===== config.mk =====
export PLATFORM = sky130hd
export DESIGN_NAME = spi_chain_regslave
export DESIGN_NICKNAME = d
export VERILOG_FILES = /design/src/rtl/spi_chain_pkg.sv /design/src/rtl/spi_sync.sv /design/src/rtl/spi_frame_shifter.sv /design/src/rtl/spi_reg_bank.sv /design/src/rtl/spi_chain_regslave.sv
export SDC_FILE = /design/constraint.sdc
export NUM_CORES = 1
export LEC_CHECK = 0
export ABC_AREA = 1
export BUFFER_PORTS_ARGS = -buffer_cell sky130_fd_sc_hd__buf_2
export CORE_ASPECT_RATIO = 1.75
export CORE_UTILIZATION = 65
export DETAILED_ROUTE_END_ITERATION = 10
export PLACE_DENSITY = 0.82
export SYNTH_ARGS = -nofsm -noshare
export SYNTH_HDL_FRONTEND = slang
export SYNTH_SLANG_ARGS = --single-unit

===== constraint.sdc =====
create_clock -name clk -period 3 [get_ports clk]
set_input_delay 0.6 -clock clk [delete_from_list [all_inputs] [get_ports clk]]
set_output_delay 0.6 -clock clk [all_outputs]
set_load 0.03 [all_outputs]

===== src/rtl/spi_chain_pkg.sv =====
package spi_chain_pkg;
  localparam int ADDR_W  = 7;
  localparam int DATA_W  = 8;
  localparam int FRAME_W = 1 + ADDR_W + DATA_W;
  localparam int CNT_W   = $clog2(FRAME_W);

  typedef logic [FRAME_W-1:0] frame_t;
  typedef logic [ADDR_W-1:0]  addr_t;
  typedef logic [DATA_W-1:0]  data_t;

  // Flag bit is the first bit on the wire, i.e. the MSB of the frame.
  function automatic logic frame_is_read(frame_t f);
    return f[FRAME_W-1];
  endfunction

  function automatic addr_t frame_addr(frame_t f);
    return f[FRAME_W-2 -: ADDR_W];
  endfunction

  function automatic data_t frame_data(frame_t f);
    return f[DATA_W-1:0];
  endfunction

  function automatic frame_t make_frame(logic rd, addr_t a, data_t d);
    return {rd, a, d};
  endfunction

  // Reset value of implemented register idx: high nibble idx+1, low nibble idx.
  function automatic data_t reg_reset_value(int idx);
    return DATA_W'((idx + 1) * 16 + idx);
  endfunction
endpackage


===== src/rtl/spi_sync.sv =====
module spi_sync #(
  parameter int               WIDTH   = 1,
  parameter int               STAGES  = 2,
  parameter logic [WIDTH-1:0] RST_VAL = '0
) (
  input  logic             clk,
  input  logic             rst_n,
  input  logic [WIDTH-1:0] d,
  output logic [WIDTH-1:0] q
);
  logic [WIDTH-1:0] stage_q [STAGES];

  always_ff @(posedge clk or negedge rst_n) begin
    if (!rst_n) begin
      for (int i = 0; i < STAGES; i++) stage_q[i] <= RST_VAL;
    end else begin
      stage_q[0] <= d;
      for (int i = 1; i < STAGES; i++) stage_q[i] <= stage_q[i-1];
    end
  end

  assign q = stage_q[STAGES-1];
endmodule


===== src/rtl/spi_frame_shifter.sv =====
module spi_frame_shifter
  import spi_chain_pkg::*;
(
  input  logic   clk,
  input  logic   rst_n,
  input  logic   shift_en,
  input  logic   bit_in,
  input  logic   restart,
  input  logic   load_en,
  input  frame_t load_word,
  output frame_t word_o,
  output logic   frame_ok_o
);
  localparam logic [CNT_W-1:0] LAST = CNT_W'(FRAME_W - 1);

  frame_t           word_q;
  logic [CNT_W-1:0] cnt_q;
  logic             seen_q;

  always_ff @(posedge clk or negedge rst_n) begin
    if (!rst_n) begin
      word_q <= '0;
    end else if (load_en) begin
      word_q <= load_word;
    end else if (shift_en) begin
      word_q <= {word_q[FRAME_W-2:0], bit_in};
    end
  end

  // Edge count modulo the frame length, plus a flag for "at least one edge".
  always_ff @(posedge clk or negedge rst_n) begin
    if (!rst_n) begin
      cnt_q  <= '0;
      seen_q <= 1'b0;
    end else if (restart) begin
      cnt_q  <= '0;
      seen_q <= 1'b0;
    end else if (shift_en) begin
      seen_q <= 1'b1;
      cnt_q  <= (cnt_q == LAST) ? '0 : cnt_q + 1'b1;
    end
  end

  assign word_o     = word_q;
  assign frame_ok_o = seen_q && (cnt_q == '0);
endmodule


===== src/rtl/spi_reg_bank.sv =====
module spi_reg_bank
  import spi_chain_pkg::*;
#(
  parameter int NUM_REGS = 4
) (
  input  logic  clk,
  input  logic  rst_n,
  input  logic  wr_en,
  input  addr_t wr_addr,
  input  data_t wr_data,
  input  addr_t rd_addr,
  output data_t rd_data
);
  data_t reg_q [NUM_REGS];

  for (genvar g = 0; g < NUM_REGS; g++) begin : g_reg
    always_ff @(posedge clk or negedge rst_n) begin
      if (!rst_n) begin
        reg_q[g] <= reg_reset_value(g);
      end else if (wr_en && (wr_addr == ADDR_W'(g))) begin
        reg_q[g] <= wr_data;
      end
    end
  end

  // Unimplemented locations fall through to zero.
  always_comb begin
    rd_data = '0;
    for (int i = 0; i < NUM_REGS; i++) begin
      if (rd_addr == ADDR_W'(i)) rd_data = reg_q[i];
    end
  end
endmodule


===== src/rtl/spi_chain_regslave.sv =====
module spi_chain_regslave
  import spi_chain_pkg::*;
#(
  parameter int NUM_REGS    = 4,
  parameter int SYNC_STAGES = 2
) (
  input  logic clk,
  input  logic rst_n,
  input  logic sck_i,
  input  logic ss_n_i,
  input  logic mosi_i,
  output logic miso_o
);
  // Synchronized inputs: {sck, ss_n, mosi}; idle sck low, select high.
  logic [2:0] sync_q;
  logic       sck_s, ss_n_s, mosi_s;
  logic       sck_prev_q, ss_prev_q;

  // Named events for the checker.
  logic   sck_rise, ss_rise, ss_active, shift_en;
  logic   frame_ok, cmd_valid, cmd_read, wr_en;
  frame_t cmd_word, resp_word;
  addr_t  cmd_addr;
  data_t  rd_data;

  spi_sync #(
    .WIDTH  (3),
    .STAGES (SYNC_STAGES),
    .RST_VAL(3'b010)
  ) u_sync (
    .clk  (clk),
    .rst_n(rst_n),
    .d    ({sck_i, ss_n_i, mosi_i}),
    .q    (sync_q)
  );

  assign sck_s  = sync_q[2];
  assign ss_n_s = sync_q[1];
  assign mosi_s = sync_q[0];

  always_ff @(posedge clk or negedge rst_n) begin
    if (!rst_n) begin
      sck_prev_q <= 1'b0;
      ss_prev_q  <= 1'b1;
    end else begin
      sck_prev_q <= sck_s;
      ss_prev_q  <= ss_n_s;
    end
  end

  assign sck_rise  = sck_s & ~sck_prev_q;
  assign ss_rise   = ss_n_s & ~ss_prev_q;
  assign ss_active = ~ss_n_s;
  assign shift_en  = sck_rise & ss_active;

  assign cmd_valid = ss_rise & frame_ok;
  assign cmd_read  = frame_is_read(cmd_word);
  assign cmd_addr  = frame_addr(cmd_word);
  assign wr_en     = cmd_valid & ~cmd_read;
  assign resp_word = cmd_read ? make_frame(1'b1, cmd_addr, rd_data)
                              : make_frame(1'b0, cmd_addr, '0);

  spi_frame_shifter u_shift (
    .clk       (clk),
    .rst_n     (rst_n),
    .shift_en  (shift_en),
    .bit_in    (mosi_s),
    .restart   (~ss_active),
    .load_en   (cmd_valid),
    .load_word (resp_word),
    .word_o    (cmd_word),
    .frame_ok_o(frame_ok)
  );

  spi_reg_bank #(
    .NUM_REGS(NUM_REGS)
  ) u_regs (
    .clk    (clk),
    .rst_n  (rst_n),
    .wr_en  (wr_en),
    .wr_addr(cmd_addr),
    .wr_data(frame_data(cmd_word)),
    .rd_addr(cmd_addr),
    .rd_data(rd_data)
  );

  assign miso_o = cmd_word[FRAME_W-1];
endmodule


After elaboration in Yosys (flattened, before gate mapping)
Index checks and enable logic that the tools add are counted.
- input bits: 5
- register bits after elaboration: 61
- output and inout bits: 1
- bitwise logic cells: 10
- equality and inequality tests: 4
- mux-type cells: 12
- reduce and logical (&&, ||, !) cells: 10
- add/subtract/negate cells: 1
- operators with widths (operator ; count):
    $mux 16 ; 3
    $mux 8 ; 4
    $eq 7x2->1 const B ; 2
    $mux 4 ; 3
    $eq 7x1->1 const B ; 1
    $logic_not 7->1 ; 1
    $and 1x1->1 ; 5
    $logic_and 1x1->1 ; 5
    $not 1->1 ; 5
    $add 4x1->4 const B ; 1
    $eq 4x4->1 const B ; 1
    $logic_not 4->1 ; 1
    $reduce_bool 2->1 ; 2
    $mux 1 ; 2
    $reduce_and 2->1 ; 1

Logic depth before layout (Yosys ltp)
Gate-level depths: netlist of the first run.
- depth in word-level cells: 7
- depth in mapped cells: 10
- gate-level depth less buffers: 9

Cells and area by module
A second synthesis of the first run with hierarchy kept.
- cell total of the unflattened synthesis: 359
- area total of the unflattened synthesis: 2912.8 um^2
- modules (own cells, without submodules) (module ; instances ; cells an instance ; area each (um^2)):
    spi_reg_bank ; 1 ; 209 ; 1607.8
    spi_frame_shifter ; 1 ; 118 ; 975.9
    spi_sync ; 1 ; 9 ; 175.2
    spi_chain_regslave ; 1 ; 23 ; 153.9

Least setup slack after synthesis of the first run
Ideal clock, no wire load.
- path type: register to register
- start: register u_shift.cnt_q[0]
- end: register u_regs.reg_q[10] in the netlist's numbering
- setup time: 0.121 ns
- required time: 2.879 ns
- setup slack: 1.504 ns
- stages on the path, launching flop included: 11
- arrival: 1.375 ns
- clock period less this slack: 1.496 ns
- cells stage by stage: dfrtp_1 inv_1 ha_1 nand2_1 inv_1 nand3_4 nor2_8 nand4_4 buf_6 nand2_1 o21ai_2
- word-level cells in the longest chain between the ends: 5
- ends and longest elaborated chain (item ; line ; source):
    start, declared ; spi_frame_shifter.sv:17 ; logic [CNT_W-1:0] cnt_q;
    start signal, assigned ; spi_frame_shifter.sv:40 ; cnt_q <= (cnt_q == LAST) ? '0 : cnt_q + 1'b1;
    $logic_not 4->1 ; spi_frame_shifter.sv:45 ; assign frame_ok_o = seen_q && (cnt_q == '0);
    $logic_and 1x1->1 ; spi_frame_shifter.sv:45 ;
    $and 1x1->1 ; spi_chain_regslave.sv:56 ; assign cmd_valid = ss_rise & frame_ok;
    $and 1x1->1 ; spi_chain_regslave.sv:59 ; assign wr_en = cmd_valid & ~cmd_read;
    $logic_and 1x1->1 ; spi_reg_bank.sv:20 ; end else if (wr_en && (wr_addr == ADDR_W'(g))) begin
    end signal, assigned by index ; spi_reg_bank.sv:19 ; reg_q[g] <= reg_reset_value(g);
    end signal, assigned by index ; spi_reg_bank.sv:21 ; reg_q[g] <= wr_data;
    end, declared ; spi_reg_bank.sv:14 ; data_t reg_q [NUM_REGS];
No other way between the ends.
A chain may end at the register's enable or synchronous reset.

Worst setup path after layout of the first run
- start: register u_shift.cnt_q[0]
- end: register u_shift.word_q[0] (netlist: u_shift.word_o[0])
- word-level cells in the longest chain between the ends: 4
- elaborated cells between the ends (all ways): 5
- classes of those cells: mux: 1; bitwise: 1; reduce/logical: 3
- ends and longest elaborated chain (item ; line ; source):
    $logic_not 4->1 * ; spi_frame_shifter.sv:45 ;
    $logic_and 1x1->1 * ; spi_frame_shifter.sv:45 ;
    $and 1x1->1 * ; spi_chain_regslave.sv:56 ;
    $mux 16 / $reduce_bool 2->1 (equally long branches) ; - ;
    end signal, assigned ; spi_frame_shifter.sv:24 ; word_q <= load_word;
    end signal, assigned ; spi_frame_shifter.sv:26 ; word_q <= {word_q[FRAME_W-2:0], bit_in};
    end, declared ; spi_frame_shifter.sv:16 ; frame_t word_q;
Every way passes the cells marked *; elsewhere a longest branch is shown, timed or not.

==> impl_results.md, run 1 <==
* Bufs on Longest Clock Path at 2
* Class of the most critical hold timing path: primary input to asynchronous set/reset pin
* H-Tree Depth at 3
* Via count at 1950
* Minimum clock period after layout at 1.77 ns
* Post-layout power at 2.27 mW
* Die boundary height at 87.7 um
* Placement row count at 30
* Instance area after placement at 2770 sq um
* Root Buffer: clkbuf_8
* Fraction of the mapped netlist area in adder cells at 0.00918
* Wire length of the first global-routing pass at 9.18 mm
* Total of fill cells in the finished design at 277
* Portion of synthesized cell area occupied by the leading cell type at 0.450
* Final-stage net count at 296
* DIE AREA at 4470 sq um
* Signal arrival time at the worst endpoint at 2.05 ns
* Antenna diodes at 0
* Number of maximum-capacitance violations at 0
* Rel. slew slack at 0.664
* Post-synth net total at 284
* Primary FF master, synth: dfrtp_1
* Compound-cell area share of the yosys netlist at 0.169
* Post-Synthesis Cell Area at 2730 sq um
* Clock tree from TritonCTS: done
* Register area share after synthesis at 0.566
* Most common cell after layout, fill and taps aside: nand2_1
* Hold-fix buffers at CTS at 0
* Clock transition at path regs at 0.07 ns
* Number of buffers added by the clock tree synthesis step at 9
* Kind of critical path: flop to flop
* Distinct cell type count of the synthesized netlist at 30
* Status: finished, final reports clean
* Max-slew violation count at 0
* Gate Count Post-Synth at 277
* Non-Filler Cell Area, Final at 2990 sq um
* Minimum setup slack among reg-to-reg paths at 1.23 ns
* Residual antenna-violating net count after detailed routing at 0
* Depth of the worst register-to-register path at 8
* Post-detailed-placement half-perimeter wirelength at 3.61 mm
* Count of port buffers added during placement at 5
* Total leakage power at 1.37 nW
* Power density cells at 760 nW/um^2
* Worst endpoint required time at 3.28 ns
* Global-route usage over all layers at 0.291
* Congestion Overflow GR at 0
* FMAX at 0.564 GHz
* Final setup viols at 0
* Insertion delay of the later-clocked pin in the worst-skew pair at 0.34 ns
* Leading cell types in the layout, fill and taps excluded: 64 x nand2_1, 49 x dfrtp_1, 29 x inv_1, 24 x o21ai_1, 16 x nand3_1
* Total number of clock tree sinks at 61
* Terminus of the critical flop-to-flop path: u_shift.word_o[0]$_DFFE_PN0P_
* Worst Setup Start Kind: flop
* Synth Area in Simple Gates at 0.184
* Core area at 3940 sq um
* Hold Violations, Final at 0
* Largest vdd supply drop at 0.644 mV
* Clk_skew at 0.00594 ns
* Initial core utilization at 0.691
* Number of antenna violations at the first check in global routing at 0
* Share of layout cells above drive strength 1 at 0.207
* Io pins at 6
* Via-per-instance ratio at 5.70
* Final period utilization at 0.591
* Horizontal die dimension at 50.9 um
* Origin of the critical flop-to-flop path: u_shift.cnt_q[0]$_DFFE_PN0P_
* Iteration-0 DRC count of the detailed router at 69
* Post-route setup TNS at 0 ns
* Drt drc at 0
* Max Fanout on Critical Path at 8
* Synth async-reset ratio at 1.00
* Synth warnings at 0
* Top cells by area in the synthesized netlist: dfrtp_1 45%, dfstp_2 12%, nand2_1 8.8%, o21ai_1 4.4%, inv_1 4.0%
* Fraction of synthesized area in multiplexers at 0
* Fraction of synthesized cell area in xor and xnor cells at 0.00643
* Sort of element at the end of the critical path: flop
* Syn_area_per_cell at 9.84 sq um
* Average routed wire per standard cell at 16.4 um
* Area added between synthesis and finish at 9.55%
* Synth area leader: dfrtp_1
* Combinational family with the most area after synthesis: simple AND/OR/NAND/NOR gates
* Gates resized, CTS repair at 0
* Transition time of the tightest slew-check pin at 0.502 ns
* EDFF count, synth at 0
* Via count of the first global-routing pass at 1977
* Pin count of the biggest net entering global routing at 28
* Total wire length after detailed routing at 5.60 mm
* First-pass iteration count of the detailed router at 4
* Number of synthesized register bits at 61
* Setup repair bufs after CTS at 0
* RSZ-0062 raised after global routing: no
* Routability-driven placement congestion ratio at 0.837
==> final cells by class <==
class / instances / area, sq um / area share
flip-flops and latches: 61 / 1540 / 0.516
multi-input cells: 178 / 1010 / 0.337
clock buffers: 9 / 124 / 0.0415
inverters: 31 / 116 / 0.0390
clock inverters: 7 / 90.1 / 0.0302
well taps: 48 / 60.1 / 0.0201
repair buffers: 8 / 47.5 / 0.0159
==> per-stage QoR <==
step | setup slack [ns] | util | std cells | hold WS (ns)
final | 1.23 | 0.757 | 342 | 0.172
after global routing | 1.11 | 0.757 | 342 | 0.194
after CTS | 1.26 | 0.757 | 342 | 0.178
after detailed placement | 1.27 | 0.703 | 326 | 0.347
after global placement | 1.33 | 0.703 | 326 | 0.333
after floorplan | 1.50 | - | 277 | 0.304
==> synthesized netlist by cell type (all sizes together) (6+ instances only) <==
cell type  number
o21ai          45
a21o            7
inv            31
nand3          19
nand2          67
a21oi          10
dfstp          12
o22ai           7
o211ai          8
dfrtp          49
buf             6
nor2            9
==> cells by family after synthesis <==
kind of cell,count (synthesis)
buf+inv,38
xor+xnor,2
flops,61
compound gates,77
simple gates,97
fa+ha+maj,2
==> how the worst max path moves through the flow <==
stage | from | end | slack (ns) | cells past startpoint
final | u_shift.cnt_q[0]$_DFFE_PN0P_ | u_shift.word_o[0]$_DFFE_PN0P_ | 1.23 | 8
after global placement | u_sync.q[1]$_DFF_PN1_ | u_shift.word_o[1]$_DFFE_PN0P_ | 1.33 | 7
after global routing | u_shift.cnt_q[0]$_DFFE_PN0P_ | u_shift.word_o[1]$_DFFE_PN0P_ | 1.11 | 7
after floorplan | u_shift.cnt_q[0]$_DFFE_PN0P_ | u_regs.reg_q[10]$_DFFE_PN0P_ | 1.50 | 10
after CTS | u_shift.cnt_q[0]$_DFFE_PN0P_ | u_regs.reg_q[10]$_DFFE_PN0P_ | 1.26 | 9
after detailed placement | u_shift.cnt_q[0]$_DFFE_PN0P_ | u_regs.reg_q[10]$_DFFE_PN0P_ | 1.27 | 9
==> report_power, final <==
part           internal, mW  switching [mW]  total, mW
sequential            0.945          0.0810       1.03
combinational         0.138           0.322      0.460
clock                 0.462           0.323      0.785
==> state kept, by name, indices dropped and copies added (netlist names) <==
register,flops
u_sync.stage_q,3
u_shift.seen_q,1
ss_prev_q,1
u_shift.word_o,16
u_regs.reg_q,32
u_shift.cnt_q,4
sck_prev_q,1
u_sync.q,3
==> worst max-delay path, stage by stage (launching register included) <==
cell	delay (ns)
dfrtp_1	0.40
inv_1	0.10
ha_1	0.16
nand2_1	0.05
inv_1	0.10
nand4_1	0.42
a21oi_1	0.27
nand2_1	0.08
a21oi_1	0.11
==> layer usage <==
metal | wire length [um] | GRT usage | part of all wire
met1 | 2260 | 0.342 | 0.40
met2 | 2930 | 0.477 | 0.52
met3 | 232 | 0.0747 | 0.041
met4 | 175 | 0.167 | 0.031
met5 | 0 | 0 | 0
Power figures use the tool's default switching activity.
==> inputs of run 2 (changes only) <==
Settings changed: ABC_AREA 1 to 0, CORE_UTILIZATION 65 to 55, PLACE_DENSITY 0.82 to 0.74.
Clock period 3 ns to 1.47 ns, I/O delays scaled along.
==> impl_results.md, run 2 <==
* Most common cell after layout, fill and taps aside: dfrtp_1
* Post-Synthesis Cell Area at 2670 sq um (-2.1%)
* Power density cells at 1070 nW/um^2 (+40%)
* Total wire length after detailed routing at 5.94 mm (+6.2%)
* Final setup viols at 40 (+40)
* Residual antenna-violating net count after detailed routing at 0 (unchanged)
* Top cell family by delay on the critical path: simple AND/OR/NAND/NOR gates
* Hold path endpoint: u_sync.stage_q[4]$_DFF_PN1_
* Routability-driven placement congestion ratio at 0.811 (-3.1%)
* Synth area leader: dfrtp_1
* Area added between synthesis and finish at 33.5%
* Signal arrival time at the worst endpoint at 2.22 ns (+0.17 ns)
* Average routed wire per standard cell at 18.5 um (+13%)
* Total number of clock tree sinks at 61 (unchanged)
* First-pass iteration count of the detailed router at 4 (unchanged)
* FMAX at 0.501 GHz (-11%)
* Minimum setup slack among reg-to-reg paths at -0.53 ns (-1.75 ns)
* Post-detailed-placement half-perimeter wirelength at 3.64 mm (+0.95%)
* Crit path depth at 7 (-1)
* RSZ-0062 raised after global routing: yes
* Number of antenna violations at the first check in global routing at 0 (unchanged)
* Clock tree from TritonCTS: done
* Core area at 4670 sq um (+18%)
* Primary FF master, synth: dfrtp_1
* Leading cell types in the layout, fill and taps excluded: 47 x dfrtp_1, 36 x nand2_1, 31 x buf_4, 25 x mux2_4, 14 x o21ai_0
* Class of the most critical hold timing path: primary input to flop
* Root Buffer: clkbuf_8
* Count of port buffers added during placement at 5 (unchanged)
* Post-synth net total at 223 (-21%)
* Synth warnings at 0 (unchanged)
* Pin count of the biggest net entering global routing at 62 (+120%)
* Number of buffers added by the clock tree synthesis step at 9 (unchanged)
* Bufs on Longest Clock Path at 2 (unchanged)
* Total of fill cells in the finished design at 290 (+4.7%)
* Slowest cell on crit path: dfrtp_1
* WP buf/inv at 2 (unchanged)
* Worst setup slack after layout at -0.528 ns (-1.75 ns)
* Horizontal die dimension at 54.6 um (+7.3%)
* H-Tree Depth at 3 (unchanged)
* Placement row count at 33 (+10%)
* Rel. slew slack at 0.666 (+0.00175)
* Worst path cell trace: inv_2, ha_4, and4bb_2, nand4_4, nor4b_4, buf_12, mux2_2
* Status: finished, violations left
* Congestion Overflow GR at 0 (unchanged)
* Largest vdd supply drop at 0.980 mV (+52%)
* Minimum clock period after layout at 2.00 ns (+0.223 ns)
* Count leader, synth: dfrtp_1
* Share of layout cells above drive strength 1 at 0.507 (+0.300)
* Origin of the critical flop-to-flop path: u_shift.cnt_q[0]$_DFFE_PN0P_
* Top cells by area in the synthesized netlist: dfrtp_1 46%, mux2_2 13%, dfstp_2 12%, o21ai_0 5.4%, nand2_1 5.1%
* Max Fanout on Critical Path at 8 (unchanged)
* Sort of element at the end of the critical path: flop
* Post-layout power at 3.79 mW (+67%)
* Via count at 1863 (-4.5%)
* Drt drc at 0 (unchanged)
* Max incr delay on CP at 0.39 ns (-0.03 ns)
* Post-Route Utilization at 0.763 (+0.00575)
* Synth async-reset ratio at 1.00 (unchanged)
* Clock transition at path regs at 0.06 ns (about the same)
* Register area share after synthesis at 0.578 (+0.0122)
* Depth of the worst register-to-register path at 7 (-1)
* Number of synthesized register bits at 61 (unchanged)
* Biggest register: u_regs.reg_q
* Kind of critical path: flop to flop
* Violated checks: setup timing
* Die boundary height at 94.1 um (+7.4%)
* Clk_skew at 0.00887 ns (+0.00293 ns)
* Distinct cell type count of the synthesized netlist at 31 (+3.3%)
* Insertion delay of the later-clocked pin in the worst-skew pair at 0.34 ns (about the same)
* Worst endpoint required time at 1.69 ns (-1.59 ns)
* Syn_area_per_cell at 12.3 sq um (+26%)
* Final hold slack at 0.0483 ns (-0.124 ns)
* Via count of the first global-routing pass at 1929 (-2.4%)
* Startpoint of the tightest hold check path: ss_n_i
* Wire length of the first global-routing pass at 8.88 mm (-3.2%)
* Hold Violations, Final at 0 (unchanged)
* Number of maximum-capacitance violations at 0 (unchanged)
* DIE AREA at 5140 sq um (+15%)
* Io pins at 6 (unchanged)
* Iteration-0 DRC count of the detailed router at 32 (-54%)
* Max-slew violation count at 0 (unchanged)
* Gate Count Post-Synth at 216 (-22%)
* Number of flip-flops under the largest register name at 32 (unchanged)
* Total leakage power at 1.57 nW (+14%)
* EDFF count, synth at 0 (unchanged)
* Terminus of the critical flop-to-flop path: u_regs.reg_q[14]$_DFFE_PN0P_
* Global-route usage over all layers at 0.258 (-0.0328)
* Antenna diodes at 0 (unchanged)
* Transition time of the tightest slew-check pin at 0.500 ns (-0.00232 ns)
* Final-stage net count at 273 (-7.8%)
* Initial core utilization at 0.572 (-0.120)
* Worst Setup Start Kind: flop
* Hold Path Depth at 1
* Portion of synthesized cell area occupied by the leading cell type at 0.460 (+0.00971)
* Final period utilization at 1.36 (+0.768)
* Via-per-instance ratio at 5.79 (+1.5%)
* Leading post-synthesis cells by instance count: 49 x dfrtp_1, 36 x nand2_1, 31 x mux2_2
==> run 2: cell types whose count changed after synthesis, sizes merged, moves of 3 or more <==
cell / delta
a21o: -7
a21oi: -6
a2bb2oi: +7
buf: -3
clkbuf: +5
inv: -28
mux2: +32
mux2i: +8
nand2: -31
nand3: -19
nor2: -3
o211ai: -8
o21ai: -16
o22ai: -6
==> run 2: report_power, final <==
part | switching (mW) | leakage, nW | internal [mW]
Combinational | 0.218 | 0.690 | 0.257
Clock | 0.594 | 0.0935 | 0.819
Sequential | 0.119 | 0.785 | 1.79
Total | 0.932 | 1.57 | 2.86
==> run 2: routing by layer <==
metal / global-route usage / share of wire
met1: 0.278 / 0.40
met2: 0.430 / 0.54
met3: 0.0550 / 0.033
met4: 0.167 / 0.030
met5: 0 / 0
==> run 2: per-stage QoR <==
stage | setup TNS (ns) | setup WS (ns) | cell area, sq um | instances
floorplan | -14.98 | -0.483 | 2740 | 216
global placement | -14.44 | -0.447 | 3100 | 301
detailed placement | -16.69 | -0.503 | 3100 | 301
CTS | -14.44 | -0.501 | 3450 | 319
global route | -17.39 | -0.572 | 3560 | 322
finish | -15.51 | -0.528 | 3560 | 322
==> run 2: cells by family after synthesis <==
logic type | share of synthesized area
DFF | 0.578
and+or+nand+nor | 0.128
AOI/OAI and AO/OA | 0.0905
muxes | 0.174
buffers and inverters | 0.0178
adders and majority gates | 0.00938
xor gates and xnor gates | 0.00328
==> run 2: layout make-up <==
cell class,instances,area (sq um),share of cell area
clock buffers,13,149,0.0418
repair buffers,47,430,0.121
well taps,52,65.1,0.0183
inverters,3,11.3,0.00316
clock inverters,2,35.0,0.00984
multi-input cells,144,1330,0.372
flip-flops and latches,61,1540,0.434
==> run 2: how the worst max path moves through the flow <==
stage | from | endpoint
floorplan | u_shift.cnt_q[0]$_DFFE_PN0P_ | u_regs.reg_q[10]$_DFFE_PN0P_
global placement | u_shift.cnt_q[0]$_DFFE_PN0P_ | u_regs.reg_q[5]$_DFFE_PN0P_
detailed placement | u_shift.cnt_q[0]$_DFFE_PN0P_ | u_regs.reg_q[11]$_DFFE_PN0P_
CTS | u_shift.cnt_q[0]$_DFFE_PN0P_ | u_regs.reg_q[14]$_DFFE_PN0P_
global route | u_shift.cnt_q[0]$_DFFE_PN0P_ | u_regs.reg_q[8]$_DFFE_PN0P_
finish | u_shift.cnt_q[0]$_DFFE_PN0P_ | u_regs.reg_q[14]$_DFFE_PN0P_
==> run 2: worst register-to-register path, cell delays in order, from the launching register on <==
cell	delay [ns]
dfrtp_1	0.39
inv_2	0.09
ha_4	0.12
and4bb_2	0.27
nand4_4	0.17
nor4b_4	0.34
buf_12	0.18
mux2_2	0.33
==> run 2: timing repair <==
item                                    CTS  global route
pin swaps                                 6             8
hold buffers                              1             0
gates resized for setup                  41            23
endpoints found under the hold margin    49             0
cloned                                    0             1
endpoints found under the setup margin   49            50
setup buffers                             2             2
==> inputs of run 3 (changes only) <==
Settings changed: CELL_PAD_IN_SITES_DETAIL_PLACEMENT set to 1, CELL_PAD_IN_SITES_GLOBAL_PLACEMENT set to 1, CORE_UTILIZATION 55 to 46, PLACE_DENSITY 0.74 to 0.75.
==> impl_results.md, run 3 (synthesis results as in run 2) <==
* Status: finished, violations left
* Violated checks: setup timing
* Root Buffer: clkbuf_8
* First-pass iteration count of the detailed router at 4 (unchanged)
* Transition time of the tightest slew-check pin at 0.431 ns (-0.0686 ns)
* Met3 Usage GRT at 0.0527 (-0.00232)
* Signal arrival time at the worst endpoint at 2.23 ns (about the same)
* Cell total after placement at 322 (+7.0%)
* Area added between synthesis and finish at 31.1%
* Number of maximum-capacitance violations at 0 (unchanged)
* Clock transition at path regs at 0.07 ns (about the same)
* Startpoint of the tightest hold check path: ss_n_i
* Via count of the first global-routing pass at 2161 (+12%)
* H-Tree Depth at 3 (unchanged)
* Met1 Use GR at 0.286 (+0.00758)
* Hold Violations, Final at 0 (unchanged)
* Via-per-instance ratio at 5.54 (-4.2%)
* Origin of the critical flop-to-flop path: u_shift.cnt_q[0]$_DFFE_PN0P_
* Final hold slack at 0.0470 ns (-0.00125 ns)
* Largest vdd supply drop at 0.903 mV (-7.9%)
* Routability-driven placement congestion ratio at 0.730 (-10%)
* WP buf/inv at 2 (unchanged)
* Drt drc at 0 (unchanged)
* Worst setup slack after layout at -0.540 ns (-0.0127 ns)
* Slowest cell on crit path: dfrtp_1
* Worst path cell trace: inv_2, ha_4, and4bb_2, nand4_4, nor4b_4, buf_12, mux2_4
* Class of the most critical hold timing path: primary input to flop
* Worst Setup Start Kind: flop
* Final-stage net count at 271 (-0.73%)
* Met2 usage at 0.443 (+0.0128)
* Pin count of the biggest net entering global routing at 43 (-31%)
* Post-route setup TNS at -17.27 ns (-1.75 ns)
* Max incr delay on CP at 0.41 ns (+0.02 ns)
* Final setup viols at 40 (unchanged)
* Congestion Overflow GR at 0 (unchanged)
* Most used routing layer in global routing: met2
* Global-route usage over all layers at 0.253 (-0.00509)
* Switching share of total power at 0.247 (+0.00130)
* DIE AREA at 6120 sq um (+19%)
* Average routed wire per standard cell at 20.2 um (+9.5%)
* Residual antenna-violating net count after detailed routing at 0 (unchanged)
* Power density cells at 1100 nW/um^2 (+3.7%)
* Horizontal die dimension at 59.6 um (+9.0%)
* Number of buffers added by the clock tree synthesis step at 9 (unchanged)
* Rel. slew slack at 0.712 (+0.0458)
* Leading cell types in the layout, fill and taps excluded: 48 x dfrtp_1, 36 x nand2_1, 34 x buf_4, 30 x mux2_4, 21 x o21ai_0
* Fraction of power consumed by sequential logic at 0.492 (-0.010)
* Total number of clock tree sinks at 61 (unchanged)
* Max Fanout on Critical Path at 8 (unchanged)
* Bufs on Longest Clock Path at 2 (unchanged)
* Share of layout cells above drive strength 1 at 0.457 (-0.0502)
* Wire length of the first global-routing pass at 10.9 mm (+22%)
* Most common cell after layout, fill and taps aside: dfrtp_1
* Total wire length after detailed routing at 6.98 mm (+17%)
* Total leakage power at 1.56 nW (-0.27%)
* Antenna diodes at 0 (unchanged)
* RSZ-0062 raised after global routing: yes
* Depth of the worst register-to-register path at 7 (unchanged)
* Hold Path Depth at 1 (unchanged)
* Post-detailed-placement half-perimeter wirelength at 4.28 mm (+18%)
* Psw at 0.954 mW (+2.3%)
* Hold path endpoint: u_sync.stage_q[4]$_DFF_PN1_
* Kind of critical path: flop to flop
* FMAX at 0.497 GHz (-0.63%)
* Final cell count without fillers at 345 (+7.1%)
* Io pins at 6 (unchanged)
* Number of antenna violations at the first check in global routing at 0 (unchanged)
* Worst endpoint required time at 1.69 ns (about the same)
* Number of flip-flops under the largest register name at 32 (unchanged)
* Initial core utilization at 0.478 (-0.0941)
* Core area at 5590 sq um (+20%)
* Iteration-0 DRC count of the detailed router at 68 (+110%)
* Terminus of the critical flop-to-flop path: u_regs.reg_q[22]$_DFFE_PN0P_
* Clock tree from TritonCTS: done
* Via count at 1913 (+2.7%)
* Clk_skew at 0.0171 ns (+0.00822 ns)
* Minimum setup slack among reg-to-reg paths at -0.54 ns (about the same)
* Proportion of power drawn by combinational gates at 0.103 (-0.022)
* Max-slew violation count at 0 (unchanged)
* Biggest register: u_regs.reg_q
* Final period utilization at 1.37 (+0.00864)
* Count of port buffers added during placement at 5 (unchanged)
* Die boundary height at 103 um (+9.2%)
* Top cell family by delay on the critical path: simple AND/OR/NAND/NOR gates
* Minimum clock period after layout at 2.01 ns (+0.0127 ns)
* Insertion delay of the later-clocked pin in the worst-skew pair at 0.35 ns (about the same)
* Cell-internal power at 2.91 mW (+1.6%)
* Sort of element at the end of the critical path: flop
* Part of the total power dissipated in the clock network at 0.405 (+0.032)
* Placement row count at 36 (+9.1%)
## run 3: layout make-up
cell class	instances	area (sq um)
Fill cell	576	2090
Sequential cell	61	1540
Multi-Input combinational cell	144	1240
Timing Repair Buffer	45	397
Clock buffer	12	165
Tap cell	76	95.1
Clock inverter	4	45.0
Inverter	3	11.3
## run 3: worst max-delay path by stage
stage,endpoint,slack [ns],from,depth (start not counted)
after CTS,u_regs.reg_q[19]$_DFFE_PN0P_,-0.57,u_shift.cnt_q[0]$_DFFE_PN0P_,7
after global routing,u_regs.reg_q[22]$_DFFE_PN0P_,-0.60,u_shift.cnt_q[0]$_DFFE_PN0P_,7
after detailed placement,u_regs.reg_q[19]$_DFFE_PN0P_,-0.58,u_shift.cnt_q[0]$_DFFE_PN0P_,7
final,u_regs.reg_q[22]$_DFFE_PN0P_,-0.54,u_shift.cnt_q[0]$_DFFE_PN0P_,7
after global placement,u_regs.reg_q[5]$_DFFE_PN0P_,-0.43,u_shift.cnt_q[0]$_DFFE_PN0P_,8
after floorplan,u_regs.reg_q[10]$_DFFE_PN0P_,-0.48,u_shift.cnt_q[0]$_DFFE_PN0P_,6
## run 3: power by group through the flow
stage / clock, mW / combinational [mW] / sequential [mW]
2_1_floorplan: 0 / 0.231 / 1.88
3_3_place_gp: 0 / 0.341 / 1.91
3_5_place_dp: 0 / 0.355 / 1.92
4_1_cts: 1.62 / 0.389 / 1.90
5_1_grt: 1.68 / 0.437 / 1.91
6_report: 1.57 / 0.398 / 1.90
## run 3: what timing repair did
action / in CTS / in global routing
setup buffers: 4 / 1
cloned: 0 / 1
pin swaps: 4 / 6
gates resized for setup: 29 / 7
hold buffers: 1 / 0
hold endpoints to repair: 49 / 0
setup endpoints to repair: 49 / 45
## run 3: layer usage
metal | vias to the layer above | wire, um
li1 | 860 | -
met1 | 999 | 2800
met3 | 20 | 142
met4 | 0 | 220
met5 | - | 0
met2 | 34 | 3820
## run 3: stage by stage
stage	power, mW	util	setup slack (ns)	instance area, sq um
final	3.86	0.626	-0.540	3500
after global routing	4.03	0.626	-0.595	3500
after CTS	3.91	0.618	-0.566	3450
after detailed placement	2.28	0.557	-0.583	3110
after global placement	2.26	0.557	-0.425	3110
after floorplan	2.11	-	-0.483	2740
